**src/rtl/hdb_pkg.sv**
```systemverilog
package hdb_pkg;

  localparam int RAND_W = 10;

  typedef enum logic [1:0] {
    ST_IDLE = 2'd0,
    ST_TX   = 2'd1,
    ST_WAIT = 2'd2
  } hdb_state_e;

  localparam logic [1:0] STAT_NONE  = 2'b00;
  localparam logic [1:0] STAT_SENT  = 2'b01;
  localparam logic [1:0] STAT_EXCOL = 2'b10;

  // exponent ceiling chosen by the limit field
  function automatic logic [3:0] hdb_cap(input logic [1:0] lim);
    case (lim)
      2'b00:   return 4'd10;
      2'b01:   return 4'd8;
      2'b10:   return 4'd4;
      default: return 4'd1;
    endcase
  endfunction

  // truncated exponent: smaller of attempt number and ceiling
  function automatic logic [3:0] hdb_exp(input int unsigned n, input logic [3:0] cap);
    if (n < 32'(cap)) return 4'(n);
    return cap;
  endfunction

  // mask of k low ones
  function automatic logic [RAND_W-1:0] hdb_mask(input logic [3:0] k);
    logic [RAND_W:0] one;
    one = (RAND_W+1)'(1);
    return RAND_W'((one << k) - 1'b1);
  endfunction

endpackage

```
**src/rtl/hdb_lfsr.sv**
```systemverilog
module hdb_lfsr #(
  parameter logic [15:0] SEED = 16'hACE1
) (
  input  logic        clk,
  input  logic        rst_n,
  output logic [15:0] value
);
  logic [15:0] state_q;

  always_ff @(posedge clk) begin
    if (!rst_n) state_q <= SEED;
    else        state_q <= {1'b0, state_q[15:1]} ^ (state_q[0] ? 16'hB400 : 16'h0000);
  end

  assign value = state_q;
endmodule

```
**src/rtl/hdb_attempt_ctr.sv**
```systemverilog
module hdb_attempt_ctr #(
  parameter int CW = 5
) (
  input  logic          clk,
  input  logic          rst_n,
  input  logic          clr,
  input  logic          inc,
  output logic [CW-1:0] count
);
  logic [CW-1:0] cnt_q;

  always_ff @(posedge clk) begin
    if (!rst_n)   cnt_q <= '0;
    else if (clr) cnt_q <= '0;
    else if (inc) cnt_q <= cnt_q + 1'b1;
  end

  assign count = cnt_q;
endmodule

```
**src/rtl/hdb_delay_timer.sv**
```systemverilog
module hdb_delay_timer #(
  parameter int CNT_W = 16
) (
  input  logic             clk,
  input  logic             rst_n,
  input  logic             clr,
  input  logic             load,
  input  logic [CNT_W-1:0] load_val,
  input  logic             tick,
  output logic             zero
);
  logic [CNT_W-1:0] cnt_q;

  always_ff @(posedge clk) begin
    if (!rst_n)                    cnt_q <= '0;
    else if (clr)                  cnt_q <= '0;
    else if (load)                 cnt_q <= load_val;
    else if (tick && cnt_q != '0)  cnt_q <= cnt_q - 1'b1;
  end

  assign zero = (cnt_q == '0);
endmodule

```
**src/rtl/hd_backoff_ctrl.sv**
```systemverilog
module hd_backoff_ctrl #(
  parameter int          SLOT_FAST    = 512,
  parameter int          SLOT_GIG     = 4096,
  parameter int          MAX_ATTEMPTS = 16,
  parameter logic [15:0] SEED         = 16'hACE1
) (
  input  logic       clk,
  input  logic       rst_n,
  input  logic       half_duplex,
  input  logic       gig_mode,
  input  logic [1:0] bo_limit,
  input  logic       no_retry,
  input  logic       tx_start,
  input  logic       tx_done,
  input  logic       collision,
  input  logic       bit_tick,
  output logic       retry_go,
  output logic       abort_o,
  output logic [1:0] status_o
);
  import hdb_pkg::*;

  localparam int SLOT_MAX = (SLOT_GIG > SLOT_FAST) ? SLOT_GIG : SLOT_FAST;
  localparam int CNT_W    = $clog2((1 << RAND_W) * SLOT_MAX) + 1;
  localparam int CW       = $clog2(MAX_ATTEMPTS + 1);

  hdb_state_e state_q, state_d;
  logic [1:0] status_q;
  logic       abort_q;

  // named internal events
  logic              start_evt, col_evt, done_evt, give_up, backoff_evt, cancel_evt;
  logic [CW-1:0]     col_cnt, n_next;
  logic [3:0]        draw_k;
  logic [RAND_W-1:0] draw_r;
  logic [CNT_W-1:0]  slot_len, draw_delay;
  logic [15:0]       rnd;
  logic              timer_zero;

  hdb_lfsr #(.SEED(SEED)) u_lfsr (.clk(clk), .rst_n(rst_n), .value(rnd));

  hdb_attempt_ctr #(.CW(CW)) u_ctr (
    .clk(clk), .rst_n(rst_n),
    .clr(start_evt | done_evt | give_up | cancel_evt),
    .inc(backoff_evt),
    .count(col_cnt)
  );

  hdb_delay_timer #(.CNT_W(CNT_W)) u_tmr (
    .clk(clk), .rst_n(rst_n),
    .clr(cancel_evt), .load(backoff_evt), .load_val(draw_delay),
    .tick(bit_tick), .zero(timer_zero)
  );

  assign start_evt   = (state_q == ST_IDLE) && tx_start;
  assign col_evt     = (state_q == ST_TX) && collision && half_duplex;
  assign done_evt    = (state_q == ST_TX) && tx_done && !col_evt;
  assign n_next      = col_cnt + 1'b1;
  assign give_up     = col_evt && (no_retry || n_next >= CW'(MAX_ATTEMPTS));
  assign backoff_evt = col_evt && !give_up;
  assign cancel_evt  = (state_q == ST_WAIT) && !half_duplex;
  assign retry_go    = (state_q == ST_WAIT) && timer_zero && half_duplex;

  assign draw_k     = hdb_exp(32'(n_next), hdb_cap(bo_limit));
  assign draw_r     = rnd[RAND_W-1:0] & hdb_mask(draw_k);
  assign slot_len   = gig_mode ? CNT_W'(SLOT_GIG) : CNT_W'(SLOT_FAST);
  assign draw_delay = CNT_W'(draw_r) * slot_len;

  always_comb begin
    state_d = state_q;
    case (state_q)
      ST_IDLE: if (start_evt) state_d = ST_TX;
      ST_TX: begin
        if (give_up || done_evt) state_d = ST_IDLE;
        else if (backoff_evt)    state_d = ST_WAIT;
      end
      ST_WAIT: begin
        if (cancel_evt)    state_d = ST_IDLE;
        else if (retry_go) state_d = ST_TX;
      end
      default: state_d = ST_IDLE;
    endcase
  end

  always_ff @(posedge clk) begin
    if (!rst_n) begin
      state_q  <= ST_IDLE;
      status_q <= STAT_NONE;
      abort_q  <= 1'b0;
    end else begin
      state_q <= state_d;
      abort_q <= give_up;
      if (start_evt)     status_q <= STAT_NONE;
      else if (done_evt) status_q <= STAT_SENT;
      else if (give_up)  status_q <= STAT_EXCOL;
    end
  end

  assign abort_o  = abort_q;
  assign status_o = status_q;
endmodule

```
**config.mk**
```make
export PLATFORM = sky130hd
export DESIGN_NAME = hd_backoff_ctrl
export DESIGN_NICKNAME = d
export VERILOG_FILES = /design/src/rtl/hdb_pkg.sv /design/src/rtl/hdb_lfsr.sv /design/src/rtl/hdb_attempt_ctr.sv /design/src/rtl/hdb_delay_timer.sv /design/src/rtl/hd_backoff_ctrl.sv
export SDC_FILE = /design/constraint.sdc
export NUM_CORES = 1
export LEC_CHECK = 0
export BUFFER_PORTS_ARGS = -buffer_cell sky130_fd_sc_hd__buf_2
export CAP_MARGIN = 20
export CORE_MARGIN = 10
export CORE_UTILIZATION = 53
export CTS_CLUSTER_DIAMETER = 100
export CTS_CLUSTER_SIZE = 25
export DETAILED_ROUTE_END_ITERATION = 8
export GPL_TIMING_DRIVEN = 1
export PLACE_DENSITY = 0.79
export SYNTH_ARGS = -nofsm -noshare
export SYNTH_HDL_FRONTEND = slang
export SYNTH_HIERARCHICAL = 1
export SYNTH_SLANG_ARGS = --single-unit
export TNS_END_PERCENT = 20
```
**constraint.sdc**
```tcl
create_clock -name clk -period 5.38 [get_ports clk]
set_input_delay 0.269 -clock clk [delete_from_list [all_inputs] [get_ports clk]]
set_output_delay 0.269 -clock clk [all_outputs]
set_load 0.03 [all_outputs]
```
==> results.json, run 1 <==
{
  "synth.avg_cell_area_um2": 8.60,
  "ys_ff_latch": 49,
  "power-per-cell-area_nw_per_um2": 364,
  "timing.critical_path.required_ns": 5.56,
  "cts-root-to-sink-buffers": 2,
  "drt_first_iter_violations": 171,
  "timing_worst_slew_pin_value_ns": 0.963,
  "clock_insertion_delay_worst_skew_ns": 0.30,
  "portion_of_the_post_synthesis_area_used_by_sequential_elements_pct": 29.0,
  "floorplan.core_area_um2": 6280,
  "timing.clock.skew_ns": 0.00431,
  "fp-row-count": 29,
  "detailed_place.area_um2": 3580,
  "grt_overflow_total": 0,
  "r2r-start": "u_ctr/count[0]",
  "fill_cells": 546,
  "grt_first_pass_wirelength_um": 11800,
  "finish.instance_area_um2": 3780,
  "portion_of_synthesized_cell_area_occupied_by_the_leading_cell_type_pct": 29.0,
  "slew_viol_final": 0,
  "grt_util_all_layers_pct": 13.9,
  "drt_drc_violations_left": 0,
  "setup_viol": 0,
  "max_cap_violations": 0,
  "postLayoutSetupSlackWorst_ns": 0.342,
  "num_antenna_cells": 0,
  "r2r-end": "u_tmr/cnt_q[22]",
  "yosys.cell_types.count": 68,
  "h-tree-depth": 2,
  "final_layout_size_suffix_gt1_share_pct": 15.4,
  "antenna_found_initial": 0,
  "dpl.hpwl_um": 5220,
  "floorplan.die.width_um": 100,
  "die-area_um2": 9990,
  "length_in_cells_of_the_worst_reg_to_reg_path": 23,
  "leakagePower_nw": 1.60,
  "height_of_the_chip_um": 100,
  "crit_path_start_kind": "flop",
  "layout.cells.most_common_list": "47 x sky130_fd_sc_hd__dfxtp_1, 32 x sky130_fd_sc_hd__a21oi_1, 29 x sky130_fd_sc_hd__ha_1",
  "final_hold_violating_endpoints": 0,
  "i_o_pin_total": 15,
  "crit_end": "u_tmr/cnt_q[22]",
  "first_pass_iters": 6,
  "pre_cts_ws_ns": 0.0519,
  "placedCellCount": 488,
  "hold-worst-slack_ns": 0.334,
  "status": "completed",
  "tns_ns": 0,
  "hp-start": "tx_done",
  "synth_enable_flop_cells": 0,
  "critical_path_arrival_ns": 5.22,
  "post-layout-total-power_mw": 1.38,
  "clockRootBuffer": "sky130_fd_sc_hd__clkbuf_8",
  "grt_max_degree": 43,
  "rsz0062_at_grt": "no",
  "area_growth_pct": 11.6,
  "peakVddDrop_mv": 0.349,
  "port_buffers": 14,
  "wl_per_cell_um": 14.5,
  "cts_buffers": 5,
  "hold_path.class": "in2reg",
  "critical_path.startpoint": "u_ctr/count[0]",
  "mappedNetlistArea_um2": 3390,
  "num-nets-final": 465,
  "cts_hold_repair.buffers": 0,
  "initial_utilization_pct": 54.0,
  "min_period_over_period_pct": 93.6,
  "min_tclk_post_route_ns": 5.04,
  "number_of_global_route_vias_before_repair": 2756,
  "min_path_cells": 3,
  "drt-total-wl_um": 7230,
  "synthesis.yosys.warnings": 6,
  "dr_total_vias": 2964,
  "slew_headroom_pct": 35.3,
  "routability_driven_placement_congestion_ratio": 0.869,
  "netlist_top_cells_area": "sky130_fd_sc_hd__dfxtp_1 29%, sky130_fd_sc_hd__ha_1 12%, sky130_fd_sc_hd__xnor2_1 7.5%",
  "viasPerCell": 5.93,
  "maxClockFrequency_mhz": 198,
  "path_clk_slew_ns": 0.09,
  "postSynth.topFlopCell": "sky130_fd_sc_hd__dfxtp_1",
  "leading_cell_type_in_the_layout_fill_and_taps_excluded": "sky130_fd_sc_hd__dfxtp_1",
  "tritoncts_num_sinks": 49,
  "timing.critical_path.to_type": "flop",
  "worst-setup-path-type": "reg2reg",
  "fin_cells": 500,
  "final_antenna_net_count": 0,
  "cells_after_synth": 394,
  "timing.reg2reg.setup_slack_ns": 0.34,
  "ys_async_sr_fraction_pct": 0,
  "final_util_pct": 60.3,
  "synth.largest_area_cell": "sky130_fd_sc_hd__dfxtp_1",
  "largest_driver_fanout_on_the_critical_path": 7,
  "cts_tree": "done"
}
[routing by layer]
metal  GRT usage [%]  share of wire (%)
met5               0                  0
met1            16.6                 46
met4            4.08                1.3
met2            24.0                 48
met3            3.16                4.6
[worst max-delay path, cell delays in order (launching register included)]
cell and delay, ns:
sky130_fd_sc_hd__dfxtp_2 0.36, sky130_fd_sc_hd__ha_1 0.36, sky130_fd_sc_hd__ha_2 0.33, sky130_fd_sc_hd__a221oi_4 0.36, sky130_fd_sc_hd__buf_4 0.18, sky130_fd_sc_hd__o21ai_2 0.10
sky130_fd_sc_hd__a21oi_1 0.25, sky130_fd_sc_hd__nor2_1 0.08, sky130_fd_sc_hd__nand2_1 0.08, sky130_fd_sc_hd__ha_2 0.24, sky130_fd_sc_hd__buf_4 0.16, sky130_fd_sc_hd__a21oi_1 0.05
sky130_fd_sc_hd__o31ai_1 0.35, sky130_fd_sc_hd__ha_1 0.29, sky130_fd_sc_hd__ha_1 0.29, sky130_fd_sc_hd__ha_1 0.34, sky130_fd_sc_hd__a41o_1 0.21, sky130_fd_sc_hd__a21oi_2 0.15
sky130_fd_sc_hd__o21bai_1 0.10, sky130_fd_sc_hd__a31o_2 0.25, sky130_fd_sc_hd__a21oi_1 0.19, sky130_fd_sc_hd__xnor2_1 0.09, sky130_fd_sc_hd__nand2_1 0.06, sky130_fd_sc_hd__a21oi_1 0.05
[state kept, by name, indices dropped and copies added (netlist names)]
signal and flops:
status_o 2, u_lfsr/value 16, u_tmr/cnt_q 23, state_q 2, u_ctr/count 5, abort_o 1
[worst min path at each step]
stage,endpoint,slack (ns)
after floorplan,u_lfsr/value[11],0.34
after global placement,u_lfsr/value[11],0.39
after detailed placement,u_lfsr/value[11],0.40
after CTS,state_q[0],0.33
after global routing,state_q[0],0.36
final,state_q[0],0.33
[final cells by class]
type	count	area [um^2]	share of cell area (%)
clock buffers	6	72.6	1.92
multi-input cells	332	2410	63.8
flip-flops and latches	49	983	26.0
well taps	77	96.3	2.55
inverters	9	33.8	0.893
clock inverters	2	10.0	0.265
repair buffers	25	173	4.57
[what timing repair did]
item / 4_1_cts / 5_1_grt
resized for setup: 0 / 13
setup buffers: 0 / 2
setup endpoints to repair: 0 / 4
endpoints found under the hold margin: 0 / 0
[synthesized netlist by cell type, types with 6 or more instances]
cell type	count
sky130_fd_sc_hd__xnor2_1	29
sky130_fd_sc_hd__and3_1	10
sky130_fd_sc_hd__nand2b_1	13
sky130_fd_sc_hd__ha_1	32
sky130_fd_sc_hd__inv_1	8
sky130_fd_sc_hd__nand2_1	23
sky130_fd_sc_hd__nand3_1	7
sky130_fd_sc_hd__nor2_1	19
sky130_fd_sc_hd__nor4_1	9
sky130_fd_sc_hd__a21oi_1	33
sky130_fd_sc_hd__clkbuf_1	11
sky130_fd_sc_hd__dfxtp_1	49
sky130_fd_sc_hd__nor2b_1	6
sky130_fd_sc_hd__o21ai_0	23
sky130_fd_sc_hd__and2_1	10
sky130_fd_sc_hd__nor3_1	16
[cell families (layout without fill, tap and decap cells)]
family          Yosys count  in the layout  share of synthesized area [%]
buf+inv                  24             42                           3.07
compound gates          103            103                           20.6
other cells               1             12                          0.111
simple gates            145            145                           24.7
mux                       5              5                           1.48
xor+xnor                 35             35                           9.27
flops                    49             49                           29.0
fa+ha+maj                32             32                           11.8
[power by group]
part	switching (mW)	leakage (nW)	internal [mW]
Clock	0.117	0.0450	0.0903
Combinational	0.345	1.15	0.293
Sequential	0.0861	0.404	0.447
Power figures use the tool's default switching activity.
==> inputs of run 2 (changes only) <==
--- a/config.mk
+++ b/config.mk
@@ -6,14 +6,14 @@
 export NUM_CORES = 1
 export LEC_CHECK = 0
 export BUFFER_PORTS_ARGS = -buffer_cell sky130_fd_sc_hd__buf_2
-export CAP_MARGIN = 20
+export CAP_MARGIN = 40
 export CORE_MARGIN = 10
-export CORE_UTILIZATION = 53
+export CORE_UTILIZATION = 25
 export CTS_CLUSTER_DIAMETER = 100
 export CTS_CLUSTER_SIZE = 25
 export DETAILED_ROUTE_END_ITERATION = 8
 export GPL_TIMING_DRIVEN = 1
-export PLACE_DENSITY = 0.79
+export PLACE_DENSITY = 0.46
 export SYNTH_ARGS = -nofsm -noshare
 export SYNTH_HDL_FRONTEND = slang
 export SYNTH_HIERARCHICAL = 1
==> results.json, run 2 (synthesis gave the netlist of run 1 again) <==
{
  "height_of_the_chip_um": 136,
  "r2r-end": "u_tmr/cnt_q[22]",
  "floorplan.die.width_um": 136,
  "timing.reg2reg.setup_slack_ns": 0.36,
  "die-area_um2": 18600,
  "placedCellCount": 593,
  "timing.critical_path.required_ns": 5.55,
  "antenna_found_initial": 0,
  "wirelength_met1_um": 3780,
  "grt_max_degree": 34,
  "area_growth_pct": 18.6,
  "largest-register": "u_tmr/cnt_q",
  "drt_first_iter_violations": 200,
  "routed_length_on_met3_um": 269,
  "clockRootBuffer": "sky130_fd_sc_hd__clkbuf_16",
  "fin_cells": 600,
  "status": "completed",
  "cp_common_cell": "sky130_fd_sc_hd__ha_1",
  "wl_per_cell_um": 12.7,
  "number_of_global_route_vias_before_repair": 2815,
  "critical_path_arrival_ns": 5.19,
  "highest_layer": "met4",
  "cts_hold_repair.buffers": 0,
  "hold_path.class": "in2reg",
  "leakagePower_nw": 1.65,
  "path_cells": "ha_1 > ha_2 > a221oi_4 > buf_4 > o21ai_2 > a31o_2 > nand2_1 > ha_2 > buf_4 > a21oi_1 > o31ai_1 > ha_1 > ha_1 > ha_1 > a41o_1 > a21oi_2 > o21bai_1 > a31o_2 > a21oi_1 > xnor2_1 > nand2_1 > a21oi_1",
  "grt_first_pass_wirelength_um": 13100,
  "min_period_over_period_pct": 93.4,
  "multi_input_comb_area_um2": 2440,
  "grt_overflow_total": 0,
  "rsz0062_at_grt": "no",
  "min_path_cells": 3,
  "dpl.hpwl_um": 5800,
  "min_tclk_post_route_ns": 5.02,
  "setup_viol": 0,
  "timing.critical_path.to_type": "flop",
  "crit_path_top_delay_cell": "sky130_fd_sc_hd__ha_1",
  "slew_viol_final": 0,
  "layout.cells.most_common_list": "47 x sky130_fd_sc_hd__dfxtp_1, 32 x sky130_fd_sc_hd__a21oi_1, 29 x sky130_fd_sc_hd__ha_1",
  "fp-row-count": 42,
  "clock_insertion_delay_worst_skew_ns": 0.29,
  "max_ffs_per_register": 23,
  "routability_driven_placement_congestion_ratio": 0.854,
  "length_in_cells_of_the_worst_reg_to_reg_path": 22,
  "finish.instance_area_um2": 4020,
  "slew_headroom_pct": 62.4,
  "leading_cell_type_in_the_layout_fill_and_taps_excluded": "sky130_fd_sc_hd__dfxtp_1",
  "power-per-cell-area_nw_per_um2": 380,
  "cts_buffers": 5,
  "timing.clock.skew_ns": 0.00773,
  "cts-root-to-sink-buffers": 2,
  "timing_worst_slew_pin_value_ns": 0.557,
  "path_clk_slew_ns": 0.07,
  "tns_ns": 0,
  "h-tree-depth": 2,
  "largest_driver_fanout_on_the_critical_path": 7,
  "port_buffers": 14,
  "i_o_pin_total": 15,
  "grt_util_all_layers_pct": 8.52,
  "initial_utilization_pct": 25.6,
  "regArea_um2": 983,
  "viasPerCell": 4.81,
  "cpPeakStageDelay_ns": 0.39,
  "first_pass_iters": 4,
  "maxClockFrequency_mhz": 199,
  "crit_path_start_kind": "flop",
  "final_layout_size_suffix_gt1_share_pct": 16.0,
  "final_antenna_net_count": 0,
  "drt-total-wl_um": 7630,
  "num_antenna_cells": 0,
  "worstHoldEndpoint": "state_q[0]",
  "fill_cells": 1429,
  "r2r-start": "u_ctr/count[0]",
  "drt_drc_violations_left": 0,
  "hp-start": "tx_done",
  "worst-setup-path-type": "reg2reg",
  "floorplan.core_area_um2": 13200,
  "detailed_place.area_um2": 3760,
  "dr_total_vias": 2885,
  "met2_length_um": 3500,
  "peakVddDrop_mv": 0.111,
  "post-layout-total-power_mw": 1.53,
  "tritoncts_num_sinks": 49,
  "final_hold_violating_endpoints": 0,
  "max_cap_violations": 0,
  "cts_tree": "done",
  "num-nets-final": 467
}
## run 2: timing repair
action | CTS | global route
resized for setup | 1 | 15
buffers inserted | 0 | 0
setup endpoints to repair | 1 | 5
pin swaps | 0 | 3
## run 2: layout make-up
type / count / area share (%)
multi-input cells: 332 / 60.6
flip-flops and latches: 49 / 24.5
well taps: 176 / 5.48
repair buffers: 27 / 4.61
clock buffers: 5 / 3.11
clock inverters: 2 / 0.872
inverters: 9 / 0.841
## run 2: worst max-delay path: cells and delay by family, from the launching register on
kind,cells,cell delay [ns]
AOI/OAI and AO/OA,11,2.10
adders and majority gates,6,1.91
DFF,1,0.35
buffers and inverters,2,0.35
and+or+nand+nor,2,0.13
xor gates and xnor gates,1,0.08
## run 2: how the worst max path moves through the flow
stage	slack, ns	start	endpoint
after detailed placement	0.02	u_ctr/count[0]	u_tmr/cnt_q[22]
after global routing	0.03	u_ctr/count[0]	u_tmr/cnt_q[22]
final	0.36	u_ctr/count[0]	u_tmr/cnt_q[22]
after global placement	0.14	u_ctr/count[0]	u_tmr/cnt_q[22]
after CTS	0.03	u_ctr/count[0]	u_tmr/cnt_q[22]
after floorplan	0.13	u_ctr/count[2]	u_tmr/cnt_q[22]
## run 2: power breakdown
| part | switching [mW] | internal, mW | leakage, nW |
|---|---|---|---|
| clock | 0.132 | 0.216 | 0.0797 |
| combinational | 0.347 | 0.297 | 1.16 |
| sequential | 0.0875 | 0.447 | 0.404 |
| total | 0.567 | 0.960 | 1.65 |
## run 2: metal layers
metal	up-vias	global-route usage, %
met5	-	0
met4	0	2.66
met3	9	2.07
met2	29	13.9
met1	1355	10.8
li1	1492	-
## run 2: per-stage QoR
stage	util (%)	setup slack, ns	hold WS (ns)
final	30.3	0.357	0.361
after global routing	30.3	0.0276	0.366
after CTS	29.7	0.0251	0.353
after detailed placement	28.4	0.0209	0.397
after global placement	28.1	0.141	0.394
after floorplan	-	0.128	0.342
